$ cat src/rtl/ctlclr_pkg.sv
package ctlclr_pkg;
  localparam int unsigned DATA_W    = 32;
  localparam int unsigned ADDR_W    = 8;
  localparam int unsigned KEY_W     = 8;
  localparam int unsigned KEY_LSB   = 1;
  localparam logic [ADDR_W-1:0] OFS_STAT = 8'h34;
  localparam logic [ADDR_W-1:0] OFS_KEY  = 8'h38;
  localparam logic [ADDR_W-1:0] OFS_CLR  = 8'h3C;
  localparam logic [KEY_W-1:0]  KEY_OPEN = 8'hAE;
  localparam logic [KEY_W-1:0]  KEY_SHUT = 8'hEA;

  typedef enum logic [1:0] {
    ACC_NONE,
    ACC_STAT,
    ACC_KEY,
    ACC_CLR
  } acc_e;
endpackage

$ cat src/rtl/ctlclr_key.sv
module ctlclr_key
  import ctlclr_pkg::*;
(
  input  logic             clk,
  input  logic             rst_n,
  input  logic             key_we,
  input  logic [KEY_W-1:0] key_cmd,
  output logic             unlocked
);
  logic open_q, open_d, open_en;

  always_comb begin
    open_en = 1'b0;
    open_d  = open_q;
    if (key_we) begin
      if (key_cmd == KEY_OPEN) begin
        open_en = 1'b1;
        open_d  = 1'b1;
      end else if (key_cmd == KEY_SHUT) begin
        open_en = 1'b1;
        open_d  = 1'b0;
      end
    end
  end

  always_ff @(posedge clk or negedge rst_n) begin
    if (!rst_n)       open_q <= 1'b0;
    else if (open_en) open_q <= open_d;
  end

  assign unlocked = open_q;
endmodule

$ cat src/rtl/ctlclr_clear.sv
module ctlclr_clear #(
  parameter int unsigned DW        = 32,
  parameter int unsigned NCH       = 8,
  parameter int unsigned CTRL_BITS = 4
) (
  input  logic           clk,
  input  logic           rst_n,
  input  logic           clr_we,
  input  logic           unlocked,
  input  logic [DW-1:0]  clr_mask,
  input  logic [DW-1:0]  ctrl_cur,
  output logic           upd_valid,
  output logic [DW-1:0]  upd_data,
  output logic [NCH-1:0] stop_mask
);
  logic           fire;
  logic [DW-1:0]  data_d, data_q;
  logic [NCH-1:0] stop_d, stop_q;
  logic           vld_q;

  assign fire   = clr_we & unlocked;
  assign data_d = ctrl_cur & ~clr_mask;

  for (genvar c = 0; c < NCH; c++) begin : g_stop
    assign stop_d[c] = ctrl_cur[c*CTRL_BITS] & clr_mask[c*CTRL_BITS];
  end

  always_ff @(posedge clk or negedge rst_n) begin
    if (!rst_n) vld_q <= 1'b0;
    else        vld_q <= fire;
  end

  always_ff @(posedge clk or negedge rst_n) begin
    if (!rst_n) begin
      data_q <= '0;
      stop_q <= '0;
    end else if (fire) begin
      data_q <= data_d;
      stop_q <= stop_d;
    end
  end

  assign upd_valid = vld_q;
  assign upd_data  = data_q;
  assign stop_mask = vld_q ? stop_q : '0;
endmodule

$ cat src/rtl/ctlclr_status.sv
module ctlclr_status #(
  parameter int unsigned NCH = 8
) (
  input  logic           clk,
  input  logic           rst_n,
  input  logic           st_we,
  input  logic [NCH-1:0] st_keep,
  input  logic [NCH-1:0] evt,
  output logic [NCH-1:0] status
);
  logic [NCH-1:0] st_q, st_d;
  logic           st_en;

  always_comb begin
    st_en = st_we | (|evt);
    st_d  = st_q;
    if (st_we) st_d = st_d & st_keep;
    st_d = st_d | evt;
  end

  always_ff @(posedge clk or negedge rst_n) begin
    if (!rst_n)     st_q <= '0;
    else if (st_en) st_q <= st_d;
  end

  assign status = st_q;
endmodule

$ cat src/rtl/ctlclr_guard.sv
module ctlclr_guard
  import ctlclr_pkg::*;
#(
  parameter int unsigned NCH       = 8,
  parameter int unsigned CTRL_BITS = 4
) (
  input  logic              clk,
  input  logic              rst_n,
  input  logic              reg_wr,
  input  logic [ADDR_W-1:0] reg_addr,
  input  logic [DATA_W-1:0] reg_wdata,
  output logic [DATA_W-1:0] reg_rdata,
  input  logic [DATA_W-1:0] ctrl_cur,
  output logic              ctrl_upd_valid,
  output logic [DATA_W-1:0] ctrl_upd_data,
  output logic [NCH-1:0]    chan_stop,
  input  logic [NCH-1:0]    evt_in
);
  localparam int unsigned PAD_W = DATA_W - NCH;

  acc_e           acc;
  logic           unlocked;
  logic [NCH-1:0] status;

  always_comb begin
    unique case (reg_addr)
      OFS_STAT: acc = ACC_STAT;
      OFS_KEY:  acc = ACC_KEY;
      OFS_CLR:  acc = ACC_CLR;
      default:  acc = ACC_NONE;
    endcase
  end

  ctlclr_key u_key (
    .clk      (clk),
    .rst_n    (rst_n),
    .key_we   (reg_wr && acc == ACC_KEY),
    .key_cmd  (reg_wdata[KEY_LSB +: KEY_W]),
    .unlocked (unlocked)
  );

  ctlclr_clear #(.DW(DATA_W), .NCH(NCH), .CTRL_BITS(CTRL_BITS)) u_clr (
    .clk       (clk),
    .rst_n     (rst_n),
    .clr_we    (reg_wr && acc == ACC_CLR),
    .unlocked  (unlocked),
    .clr_mask  (reg_wdata),
    .ctrl_cur  (ctrl_cur),
    .upd_valid (ctrl_upd_valid),
    .upd_data  (ctrl_upd_data),
    .stop_mask (chan_stop)
  );

  ctlclr_status #(.NCH(NCH)) u_st (
    .clk     (clk),
    .rst_n   (rst_n),
    .st_we   (reg_wr && acc == ACC_STAT),
    .st_keep (reg_wdata[NCH-1:0]),
    .evt     (evt_in),
    .status  (status)
  );

  always_comb begin
    unique case (acc)
      ACC_STAT: reg_rdata = {{PAD_W{1'b0}}, status};
      ACC_KEY:  reg_rdata = {{(DATA_W-1){1'b0}}, unlocked};
      default:  reg_rdata = '0;
    endcase
  end
endmodule

$ cat config.mk
export PLATFORM = sky130hd
export DESIGN_NAME = ctlclr_guard
export DESIGN_NICKNAME = d
export VERILOG_FILES = /design/src/rtl/ctlclr_pkg.sv /design/src/rtl/ctlclr_key.sv /design/src/rtl/ctlclr_clear.sv /design/src/rtl/ctlclr_status.sv /design/src/rtl/ctlclr_guard.sv
export SDC_FILE = /design/constraint.sdc
export NUM_CORES = 1
export LEC_CHECK = 0
export BUFFER_PORTS_ARGS = -buffer_cell sky130_fd_sc_hd__buf_2
export CAP_MARGIN = 10
export CORE_MARGIN = 5
export CORE_UTILIZATION = 43
export DETAILED_ROUTE_END_ITERATION = 8
export PLACE_DENSITY = 0.81
export SLEW_MARGIN = 40
export SYNTH_ARGS = -nofsm -noshare
export SYNTH_HDL_FRONTEND = slang
export SYNTH_SLANG_ARGS = --single-unit
$ cat constraint.sdc
create_clock -name clk -period 1.57 [get_ports clk]
set_input_delay 0.0785 -clock clk [delete_from_list [all_inputs] [get_ports clk]]
set_output_delay 0.0785 -clock clk [all_outputs]
set_load 0.02 [all_outputs]
# Yosys cells after proc, flatten, opt, wreduce, memory -nomap -nowiden

Cells that the tools add are included.

Flip-flop bits (word level): 50
Input port bits: 83
Output and inout port bits: 73
Logic and storage cells: 42

Eq/ne operators: 8
Mux-type cells: 9
Bitwise logic cells: 14
Reduce and logical (&&, ||, !) cells: 6

Operators by type and width:

| operator                                                        | count |
|---|---|
| 32-bit AND                                                      | 1 |
| 32-bit NOT                                                      | 1 |
| 8-bit by 6-bit == test with 1-bit output, second input constant | 3 |
| 8-bit == test, second input constant                            | 2 |
| 8-bit two-way mux                                               | 2 |
| 8-bit case mux with 2 select lines                              | 1 |
| 1-bit AND                                                       | 9 |
| 8-bit AND                                                       | 1 |
| 8-bit OR                                                        | 1 |
| 8-bit OR reduction                                              | 1 |
| 2-bit case mux with 3 select lines                              | 1 |
| 1-bit two-way mux                                               | 5 |
| 2-bit == test, second input constant                            | 2 |
| 1-bit logical AND                                               | 3 |
| 3-bit AND reduction                                             | 1 |
| 2-bit by 1-bit == test with 1-bit output, second input constant | 1 |
| 2-bit nonzero test                                              | 1 |
| 1-bit OR                                                        | 1 |

# Depth between registers and ports, before layout

Gate-level depths: netlist (run 1).

Depth after elaboration: 6
Gate-level depth with buffers: 8
Mapped depth without buffers: 7

# Modules after synthesis

Synthesis (run 1) repeated with hierarchy kept, for this count alone.

Cell total of the unflattened synthesis: 261
Area, all modules: 2753.9 um^2

Modules (own cells, without submodules):

| module        | times used | cells each | area an instance (um^2) | seq. area each (um^2) |
|---|---|---|---|---|
| ctlclr_clear  | 1          | 182        | 2031.9                  | 1026.0 |
| ctlclr_guard  | 1          | 46         | 336.6                   | 0.0 |
| ctlclr_status | 1          | 24         | 310.3                   | 200.2 |
| ctlclr_key    | 1          | 9          | 75.1                    | 25.0 |

# Worst setup path before layout (run 1)

Ideal clock, no wire load.

Kind: in2reg
From: input port reg_addr[6]
To: register u_clr.data_q[25] (netlist: u_clr.upd_data[25])
Setup time: 0.118 ns
Arrival time: 1.303 ns
Required time: 1.452 ns
Path slack: 0.149 ns
Stages: 8
Buffers on the path: 1
Cells stage by stage: nand4bb_1 nor3_1 and2_1 ha_1 nand3_4 buf_4 nand2_1 o21ai_2

Longest elaborated chain between the ends: 5
Elaborated cells on any way between the ends: 7
Classes of those cells: eq/ne: 4; mux: 1; bitwise: 1; reduce/logical: 1

RTL lines:

| element                                  | line               | text |
|---|---|---|
| start, declared                          | ctlclr_guard.sv:10 | `input logic [ADDR_W-1:0] reg_addr,` |
| 8-bit by 6-bit == test with 1-bit output | ctlclr_guard.sv:26 | `unique case (reg_addr)` |
| 2-bit case mux with 3 select lines (*)   | ctlclr_guard.sv:26 |  |
| 2-bit == test (*)                        | ctlclr_guard.sv:45 | `.clr_we (reg_wr && acc == ACC_CLR),` |
| 1-bit logical AND (*)                    | ctlclr_guard.sv:45 |  |
| 1-bit AND (*)                            | ctlclr_clear.sv:21 | `assign fire = clr_we & unlocked;` |
| end signal, assigned                     | ctlclr_clear.sv:38 | `data_q <= data_d;` |
| end, declared                            | ctlclr_clear.sv:17 | `logic [DW-1:0] data_d, data_q;` |

Every way passes the cells marked *; elsewhere a longest branch is shown, timed or not.
A chain may end at the register's enable or synchronous reset.

# Final worst setup path (run 1)

From: input port reg_addr[6]
To: output port reg_rdata[5]

Longest elaborated chain between the ends: 4
Elaborated cells on any way between the ends: 7
Classes of those cells: eq/ne: 5; mux: 2

RTL lines:

| element                                                                   | line               | text |
|---|---|---|
| 8-bit by 6-bit == test with 1-bit output                                  | ctlclr_guard.sv:26 |  |
| 2-bit case mux with 3 select lines (*)                                    | ctlclr_guard.sv:26 |  |
| 2-bit == test or 2-bit by 1-bit == test with 1-bit output (tied branches) | ctlclr_guard.sv:64 | `unique case (acc)` |
| 8-bit case mux with 2 select lines (*)                                    | ctlclr_guard.sv:64 |  |
| end, declared                                                             | ctlclr_guard.sv:12 | `output logic [DATA_W-1:0] reg_rdata,` |

Marks and branches as above.

==> run_results.csv, run 1 <==
group,metric,value,unit
clock_network,clockBufferDepth,2,
pwr,power_frac_clock,32.7,%
pwr,leakage,1.79,nW
floorplanning,core,5570,sq um
timing,slew_violations,0,
setup_path,startpoint_type,"primary input",
setup_path,cp_slowest_cell,"ha_1",
floorplanning,fp.dieH,86,um
finish,nets,486,
grt,grt_overflow,0,
synthesis,syn_inst,254,
synthesis,yosys.area.top_type,"dfrtp_1",
synthesis,synth_area,2480,sq um
finish,drive_gt1_share,39.7,%
pwr,power_density,690,nW/um^2
pwr,p_switching,0.539,mW
finish,area_growth,34.6,%
pwr,comb_power_share,11.5,%
pwr,switching_share,23.4,%
grt,grt_pass1_wl,9570,um
synthesis,synth_cell_types,20,
timing,fin_hold_ws,4.69,ps
clock_network,tritoncts,"yes",
grt,antenna_found_initial,0,
setup_path,path_cells,"buf_2, nand4bb_1, nor3_2, buf_4, nand2_1, ha_1, buf_4, and2_1, buf_2",
detailed_routing,drtPass1Iterations,4,
timing,worst_slew_pin_slew,520,ps
grt,grt_max_degree,42,
setup_path,critPathRequiredTime,1490,ps
finish,layout_commonest_cell,"buf_2",
detailed_routing,wire_per_inst,12.2,um
clock_network,cts_root_buf,"clkbuf_8",
clock_network,cts_sinks,50,
hold_path,hold_end,"u_clr.upd_data[14]$_DFFE_PN0P_",
hold_path,hp-start,"ctrl_cur[14]",
setup_path,r2r_setup_slack,540,ps
job,drv_cap,0,
grt,track_usage,16.0,%
clock_network,cts_buffers,5,
hold_path,hold_depth,3,
setup_path,worstSetupEndpointType,"output pin",
setup_path,critPathMaxStageDelay,210,ps
pwr,internal_power,1.77,mW
synthesis,ys_seq_area_share,50.4,%
detailed_routing,drc,0,
placed_design,port_buffers,131,
synthesis,ys_top_cells_by_area,"dfrtp_1 (50%), nand2b_1 (9.8%), buf_4 (7.9%)",
run_status,status,"complete, no violations",
timing,rsz0062_at_grt,"no",
hold_path,min_path_type,"in2reg",
grt,grt_pass1_vias,2099,
timing,relSlewSlack,65.4,%
detailed_routing,finalWirelength,5760,um
placed_design,routabilityCongestion,0.791,
timing,finalClockSkew,9.50,ps
pwr,ir_worst_vdd,0.359,mV
finish,layout_common_cells,"buf_2 (131), nand2_1 (52), dfrtp_1 (50), nand2b_1 (39), o21ai_1 (27)",
timing,fmax,666,MHz
setup_path,r2r_start,"u_key.unlocked$_DFFE_PN0P_",
pwr,finalPower,2.31,mW
placed_design,dp.cells,454,
pwr,pwr-share-seq,55.8,%
floorplanning,ios,156,
setup_path,crit_type,"in2out",
floorplanning,die-area,7400,sq um
detailed_routing,drtAntennaViolNets,0,
finish,final_cells,473,
detailed_routing,initialDrtViolationCount,32,
finish,num_antenna_cells,0,
setup_path,path_delay_family,"simple AND/OR/NAND/NOR gates",
setup_path,rr_endpoint,"u_clr.upd_data[16]$_DFFE_PN0P_",
timing,setup_viol,0,
synthesis,ys_ff_latch,50,
clock_network,postCtsSetupBuffers,0,
setup_path,reg2reg_depth,4,
setup_path,crit_arrival,1420,ps
clock_network,clkLatencyLatePin,300,ps
timing,finalHoldViolCount,0,
synthesis,ys_warn_count,0,
synthesis,synth_top_area_share,50.4,%
timing,period_needed,1500,ps
clock_network,htreeDepth,2,
clock_network,clkTransAtPathRegs,100,ps
timing,period_share,95.6,%
setup_path,timing.critical_path.buf_inv,4,
setup_path,worstSetupStartpoint,"reg_addr[6]",
synthesis,synth_area_per_cell,9.78,sq um
detailed_routing,viasPerCell,4.44,
floorplanning,die_width,86,um
detailed_routing,num_vias,2099,
setup_path,cp_max_fo,5,
placed_design,hpwlAfterDp,4580,um
floorplanning,start_util,44.6,%
floorplanning,placementRows,27,
==> flip-flops by register name, summed over array words and instances, names as in the netlist <==
name and flops:
u_key.unlocked 1, u_clr.upd_valid 1, u_clr.stop_q 8, u_st.status 8, u_clr.upd_data 32
==> power by group through the flow <==
stage / logic, mW / registers (mW) / clock network [mW]
4_1_cts: 0.265 / 1.29 / 0.784
3_3_place_gp: 0.240 / 1.31 / 0
5_1_grt: 0.298 / 1.29 / 0.827
2_1_floorplan: 0.143 / 1.31 / 0
3_5_place_dp: 0.244 / 1.31 / 0
6_report: 0.266 / 1.29 / 0.754
==> worst max path at each step <==
| stage | slack, ps | to | cells after the start |
|---|---|---|---|
| 2_1_floorplan | 150 | u_clr.upd_data[25]$_DFFE_PN0P_ | 8 |
| 3_3_place_gp | 70 | u_clr.stop_q[3]$_DFFE_PN0P_ | 9 |
| 3_5_place_dp | -30 | u_st.status[7]$_DFFE_PN0P_ | 8 |
| 4_1_cts | 1 | reg_rdata[5] | 9 |
| 5_1_grt | 10 | reg_rdata[7] | 9 |
| 6_report | 70 | reg_rdata[5] | 9 |
==> logic make-up after synthesis <==
group	Yosys count	share of synthesized area, %
flip-flops	50	50.4
other	1	0.151
AO/OA/AOI/OAI	51	12.6
adder cells (fa/ha/maj)	3	1.51
AND/OR/NAND/NOR	115	24.5
buffers and inverters	34	10.9
==> metal layers <==
metal  track usage [%]  wire length (um)  part of all wire [%]
met1              19.2              2250                    39
met2              28.5              2870                    50
met3              4.42               567                   9.8
met4              3.88                68                   1.2
met5                 0                 0                     0
==> cells in the mapped netlist <==
master	instances
buf_6	6
nor2b_1	1
and2_1	17
inv_1	2
o31ai_1	1
ha_1	3
nand4b_1	2
nand3_4	1
dfrtp_1	50
conb_1	1
o21ai_2	13
o21ai_1	27
buf_4	26
a2bb2oi_1	1
nand2b_1	39
o21ai_0	8
nand2_1	52
nor3_1	2
nand4bb_1	1
a22oi_1	1
==> cell type report <==
cell class	instances	area, sq um
Clock buffer	7	86.3
Clock inverter	1	5.00
Fill cell	499	2230
Inverter	2	7.51
Multi-Input combinational cell	193	1050
Sequential cell	50	1250
Tap cell	72	90.1
Timing Repair Buffer	148	848
==> worst register-to-register path, cell delays in order, from the launching register on <==
cell     delay [ps]
dfrtp_1         440
nand3_4         140
buf_12          210
nand2_1         100
o21ai_1          70
==> repair_timing <==
action,in CTS,in global routing
endpoints found under the setup margin,0,8
hold endpoints to repair,31,0
resized for setup,0,1
hold buffers,11,0
==> stage by stage <==
step           util, %  instance area (sq um)  worst slack, ps  setup TNS (ps)
6_report          60.0                   3340             68.9               0
5_1_grt           60.0                   3340             13.2               0
2_1_floorplan        -                   2570              149               0
4_1_cts           59.9                   3340             1.26               0
3_5_place_dp      56.3                   3140            -34.7            -765
3_3_place_gp      56.3                   3140             72.5               0
Note: power is estimated with default switching activity, not from simulation.
==> inputs of run 2 (changes only) <==
RECOVER_POWER = 25   (was default)
==> run_results.csv, run 2 (synthesized netlist as in run 1, its figures left out) <==
group,metric,value,unit
run_status,status,"complete, no violations",
floorplanning,die-area,7400,sq um
finish,nets,486,
timing,setup_viol,0,
setup_path,cp_max_fo,5,
finish,largest_reg_flops,32,
timing,fin_hold_ws,5.10,ps
timing,finalHoldViolCount,0,
timing,period_share,95.7,%
clock_network,postCtsSetupBuffers,0,
timing,finalSetupTns,0,ps
floorplanning,start_util,44.6,%
clock_network,clkLatencyLatePin,300,ps
hold_path,min_path_type,"in2reg",
timing,worst_slew_pin_slew,542,ps
placed_design,routabilityCongestion,0.791,
setup_path,reg2reg_depth,4,
detailed_routing,drc,0,
setup_path,startpoint_type,"primary input",
floorplanning,die_width,86,um
timing,relSlewSlack,63.9,%
detailed_routing,wire_per_inst,12.2,um
hold_path,hold_depth,3,
finish,layout_common_cells,"buf_2 (123), nand2_1 (52), dfrtp_1 (50), nand2b_1 (39), o21ai_1 (27)",
setup_path,path_cells,"buf_2, nand4bb_1, nor3_2, buf_4, nand2_1, ha_1, buf_4, and2_1, buf_2",
clock_network,clockBufferDepth,2,
finish,num_antenna_cells,0,
finish,drive_gt1_share,37.9,%
detailed_routing,drtPass1Iterations,4,
timing,rsz0062_at_grt,"no",
pwr,ir_worst_vdd,0.359,mV
pwr,leakage,1.75,nW
timing,fmax,666,MHz
detailed_routing,drtAntennaViolNets,0,
finish,area_growth,33.7,%
clock_network,cts_root_buf,"clkbuf_8",
pwr,power_density,693,nW/um^2
setup_path,worstSetupEndpointType,"output pin",
grt,antenna_found_initial,0,
timing,finalClockSkew,9.18,ps
detailed_routing,num_vias,2111,
detailed_routing,viasPerCell,4.46,
grt,grt_overflow,0,
timing,period_needed,1500,ps
clock_network,clkTransAtPathRegs,100,ps
clock_network,tritoncts,"yes",
placed_design,hpwlAfterDp,4580,um
clock_network,cts_sinks,50,
floorplanning,ios,156,
setup_path,critPathRequiredTime,1490,ps
setup_path,crit_type,"in2out",
finish,n_fill_cell,507,
clock_network,htreeDepth,2,
job,drv_cap,0,
grt,grt_pass1_vias,2099,
setup_path,critPathMaxStageDelay,210,ps
floorplanning,placementRows,27,
placed_design,port_buffers,131,
grt,grt_max_degree,42,
grt,grt_pass1_wl,9570,um
detailed_routing,finalWirelength,5750,um
grt,track_usage,16.0,%
floorplanning,core,5570,sq um
floorplanning,fp.dieH,86,um
setup_path,crit_arrival,1420,ps
timing,slew_violations,0,
detailed_routing,initialDrtViolationCount,28,
setup_path,cp_slowest_cell,"ha_1",
finish,layout_commonest_cell,"buf_2",
clock_network,cts_buffers,5,
[run 2: cell count changes in the layout (fill, tap and decap cells not counted), sizes merged]
| cell | previous run | this run |
|---|---|---|
| buf | 137 | 128 |
| clkbuf | 7 | 16 |
[run 2: report_power, final]
| group | switching, mW | internal (mW) | total (mW) |
|---|---|---|---|
| Clock | 0.398 | 0.356 | 0.754 |
| Combinational | 0.141 | 0.121 | 0.262 |
| Sequential | 0.000199 | 1.29 | 1.29 |
| Total | 0.539 | 1.76 | 2.30 |
[run 2: final timing paths]
| check | start | endpoint | slack, ps |
|---|---|---|---|
| worst max-delay path | reg_addr[6] | reg_rdata[5] | 70 |
| worst min-delay path | ctrl_cur[14] | u_clr.upd_data[14]$_DFFE_PN0P_ | 5 |
| worst max register to register | u_key.unlocked$_DFFE_PN0P_ | u_clr.upd_data[16]$_DFFE_PN0P_ | 540 |
| worst min register to register | u_clr.stop_q[6]$_DFFE_PN0P_ | u_clr.stop_q[6]$_DFFE_PN0P_ | 480 |
| max in group asynchronous | rst_n | u_clr.stop_q[5]$_DFFE_PN0P_ | 400 |
| min in group asynchronous | rst_n | u_st.status[4]$_DFFE_PN0P_ | 300 |
[run 2: layout make-up]
cell class,instances,area [sq um],share of cell area [%]
multi-input combinational,193,1050,31.7
timing repair buffer,148,827,24.9
tap,72,90.1,2.71
clock buffer,7,86.3,2.60
sequential,50,1250,37.7
inverter,2,7.51,0.226
clock inverter,1,5.00,0.151
[run 2: through the flow]
stage	utilization [%]	area (sq um)	total power, mW	instances	worst slack [ps]
after global routing	59.6	3320	2.41	473	13.2
after floorplan	-	2570	1.46	277	149
after detailed placement	56.3	3140	1.56	454	-34.7
final	59.6	3320	2.30	473	67.9
after global placement	56.3	3140	1.55	454	72.5
after CTS	59.9	3340	2.34	473	1.26
[run 2: layer usage]
metal / routed length, um / vias to the layer above / track usage (%)
met2: 2860 / 95 / 28.5
met5: 0 / - / 0
met4: 68 / 0 / 3.88
met1: 2250 / 940 / 19.2
met3: 567 / 7 / 4.42
li1: - / 1069 / -
[run 2: worst max-delay path: cells and delay by family]
| kind | cells | cell delay, ps |
|---|---|---|
| adders and majority gates | 1 | 210 |
| buffers and inverters | 4 | 560 |
| and+or+nand+nor | 4 | 580 |
[run 2: timing repair]
item / in CTS / in global routing
hold endpoints to repair: 31 / 0
endpoints found under the setup margin: 0 / 8
resized for setup: 0 / 1
hold buffers: 11 / 0
==> inputs of run 3 (changes only) <==
PLACE_DENSITY = default   (was 0.81)
PLACE_DENSITY_LB_ADDON = 0.3   (was default)
SKIP_CTS_REPAIR_TIMING = 1   (was default)
==> run_results.csv, run 3 (synthesized netlist as in run 1, its figures left out) <==
group,metric,value,unit
run_status,status,"finished with violations",
run_status,violations,"setup timing",
finish,n_fill_cell,508,
floorplanning,placementRows,27,
timing,finalHoldViolCount,0,
timing,slew_violations,0,
grt,grt_pass1_wl,8690,um
floorplanning,start_util,44.6,%
setup_path,crit_arrival,1500,ps
finish,nets,486,
setup_path,r2r_start,"u_key.unlocked$_DFFE_PN0P_",
finish,final_cells,473,
placed_design,hpwlAfterDp,4480,um
detailed_routing,drtAntennaViolNets,0,
clock_network,htreeDepth,2,
placed_design,routabilityCongestion,0.767,
placed_design,port_buffers,131,
timing,worst_slew_pin_slew,678,ps
finish,largest_reg_flops,32,
timing,relSlewSlack,54.8,%
floorplanning,fp.dieH,86,um
grt,grt_max_degree,51,
setup_path,worstSetupEndpointType,"output pin",
placed_design,pre_cts_ws,-132,ps
clock_network,clkLatencyLatePin,300,ps
floorplanning,die_width,86,um
grt,antenna_found_initial,0,
finish,layout_common_cells,"buf_2 (127), nand2_1 (51), dfrtp_1 (50), nand2b_1 (39), o21ai_1 (27)",
detailed_routing,viasPerCell,4.37,
pwr,leakage,1.80,nW
floorplanning,ios,156,
clock_network,cts_root_buf,"clkbuf_8",
job,drv_cap,0,
hold_path,min_path_type,"in2reg",
detailed_routing,num_vias,2068,
detailed_routing,initialDrtViolationCount,56,
setup_path,r2r_setup_slack,530,ps
placed_design,dp.cells,454,
timing,fin_ws,-12.5,ps
detailed_routing,drtPass1Iterations,4,
detailed_routing,drc,0,
floorplanning,core,5570,sq um
detailed_routing,wire_per_inst,12.2,um
timing,setup_viol,4,
timing,finalSetupTns,-34.1,ps
floorplanning,die-area,7400,sq um
clock_network,cts_sinks,50,
timing,period_needed,1580,ps
finish,layout_commonest_cell,"buf_2",
setup_path,worstSetupStartpoint,"reg_addr[7]",
detailed_routing,finalWirelength,5770,um
finish,drive_gt1_share,41.1,%
grt,grt_pass1_vias,2013,
setup_path,startpoint_type,"primary input",
timing,period_share,101,%
setup_path,critPathRequiredTime,1490,ps
pwr,ir_worst_vdd,0.325,mV
hold_path,hp-start,"ctrl_cur[11]",
pwr,power_density,720,nW/um^2
clock_network,clkTransAtPathRegs,90,ps
clock_network,clockBufferDepth,2,
setup_path,crit_type,"in2out",
timing,finalClockSkew,15.7,ps
grt,track_usage,14.5,%
setup_path,cp_max_fo,5,
timing,fmax,632,MHz
clock_network,tritoncts,"yes",
finish,num_antenna_cells,0,
finish,area_growth,36.8,%
grt,grt_overflow,0,
clock_network,cts_buffers,5,
[run 3: final cells by class]
class / count / area, sq um / area share, %
clock buffers: 5 / 68.8 / 2.03
well taps: 72 / 90.1 / 2.65
clock inverters: 3 / 43.8 / 1.29
repair buffers: 148 / 863 / 25.4
flip-flops and latches: 50 / 1250 / 36.8
multi-input cells: 193 / 1070 / 31.6
inverters: 2 / 7.51 / 0.221
[run 3: layer usage]
| metal | track usage (%) | share of wire (%) | vias up |
|---|---|---|---|
| li1 | - | - | 1070 |
| met1 | 17.9 | 38 | 913 |
| met2 | 25.2 | 52 | 83 |
| met3 | 3.55 | 8.9 | 2 |
| met4 | 3.88 | 0.50 | 0 |
| met5 | 0 | 0 | - |
[run 3: critical path, stage by stage]
cell	delay, ps
buf_2	90
nand4bb_1	210
nor3_2	280
buf_4	160
nand2_2	60
ha_4	170
buf_4	140
and2_1	150
buf_4	150
[run 3: path summary, 6_finish.rpt]
check                                                  to  cells past startpoint
min in group asynchronous      u_st.status[1]$_DFFE_PN0P_                      3
hold reg to reg            u_clr.upd_data[25]$_DFFE_PN0P_                      2
setup / recovery                             reg_rdata[5]                      9
max in group asynchronous  u_clr.upd_data[26]$_DFFE_PN0P_                      3
hold / removal             u_clr.upd_data[11]$_DFFE_PN0P_                      3
setup reg to reg           u_clr.upd_data[29]$_DFFE_PN0P_                      4
[run 3: through the flow]
step | util (%) | power, mW | area [sq um] | hold slack, ps
after floorplan | - | 1.46 | 2570 | -217
after global placement | 56.5 | 1.55 | 3150 | 87.4
after detailed placement | 56.5 | 1.56 | 3150 | 90.0
after CTS | 58.5 | 2.47 | 3260 | -245
after global routing | 61.0 | 2.56 | 3400 | 0.492
final | 61.0 | 2.45 | 3400 | 11.9
[run 3: power by group]
group	switching, mW	internal (mW)	leakage, nW
clock network	0.421	0.478	0.0585
registers	0.000203	1.29	0.657
logic	0.141	0.120	1.08
total	0.563	1.88	1.80
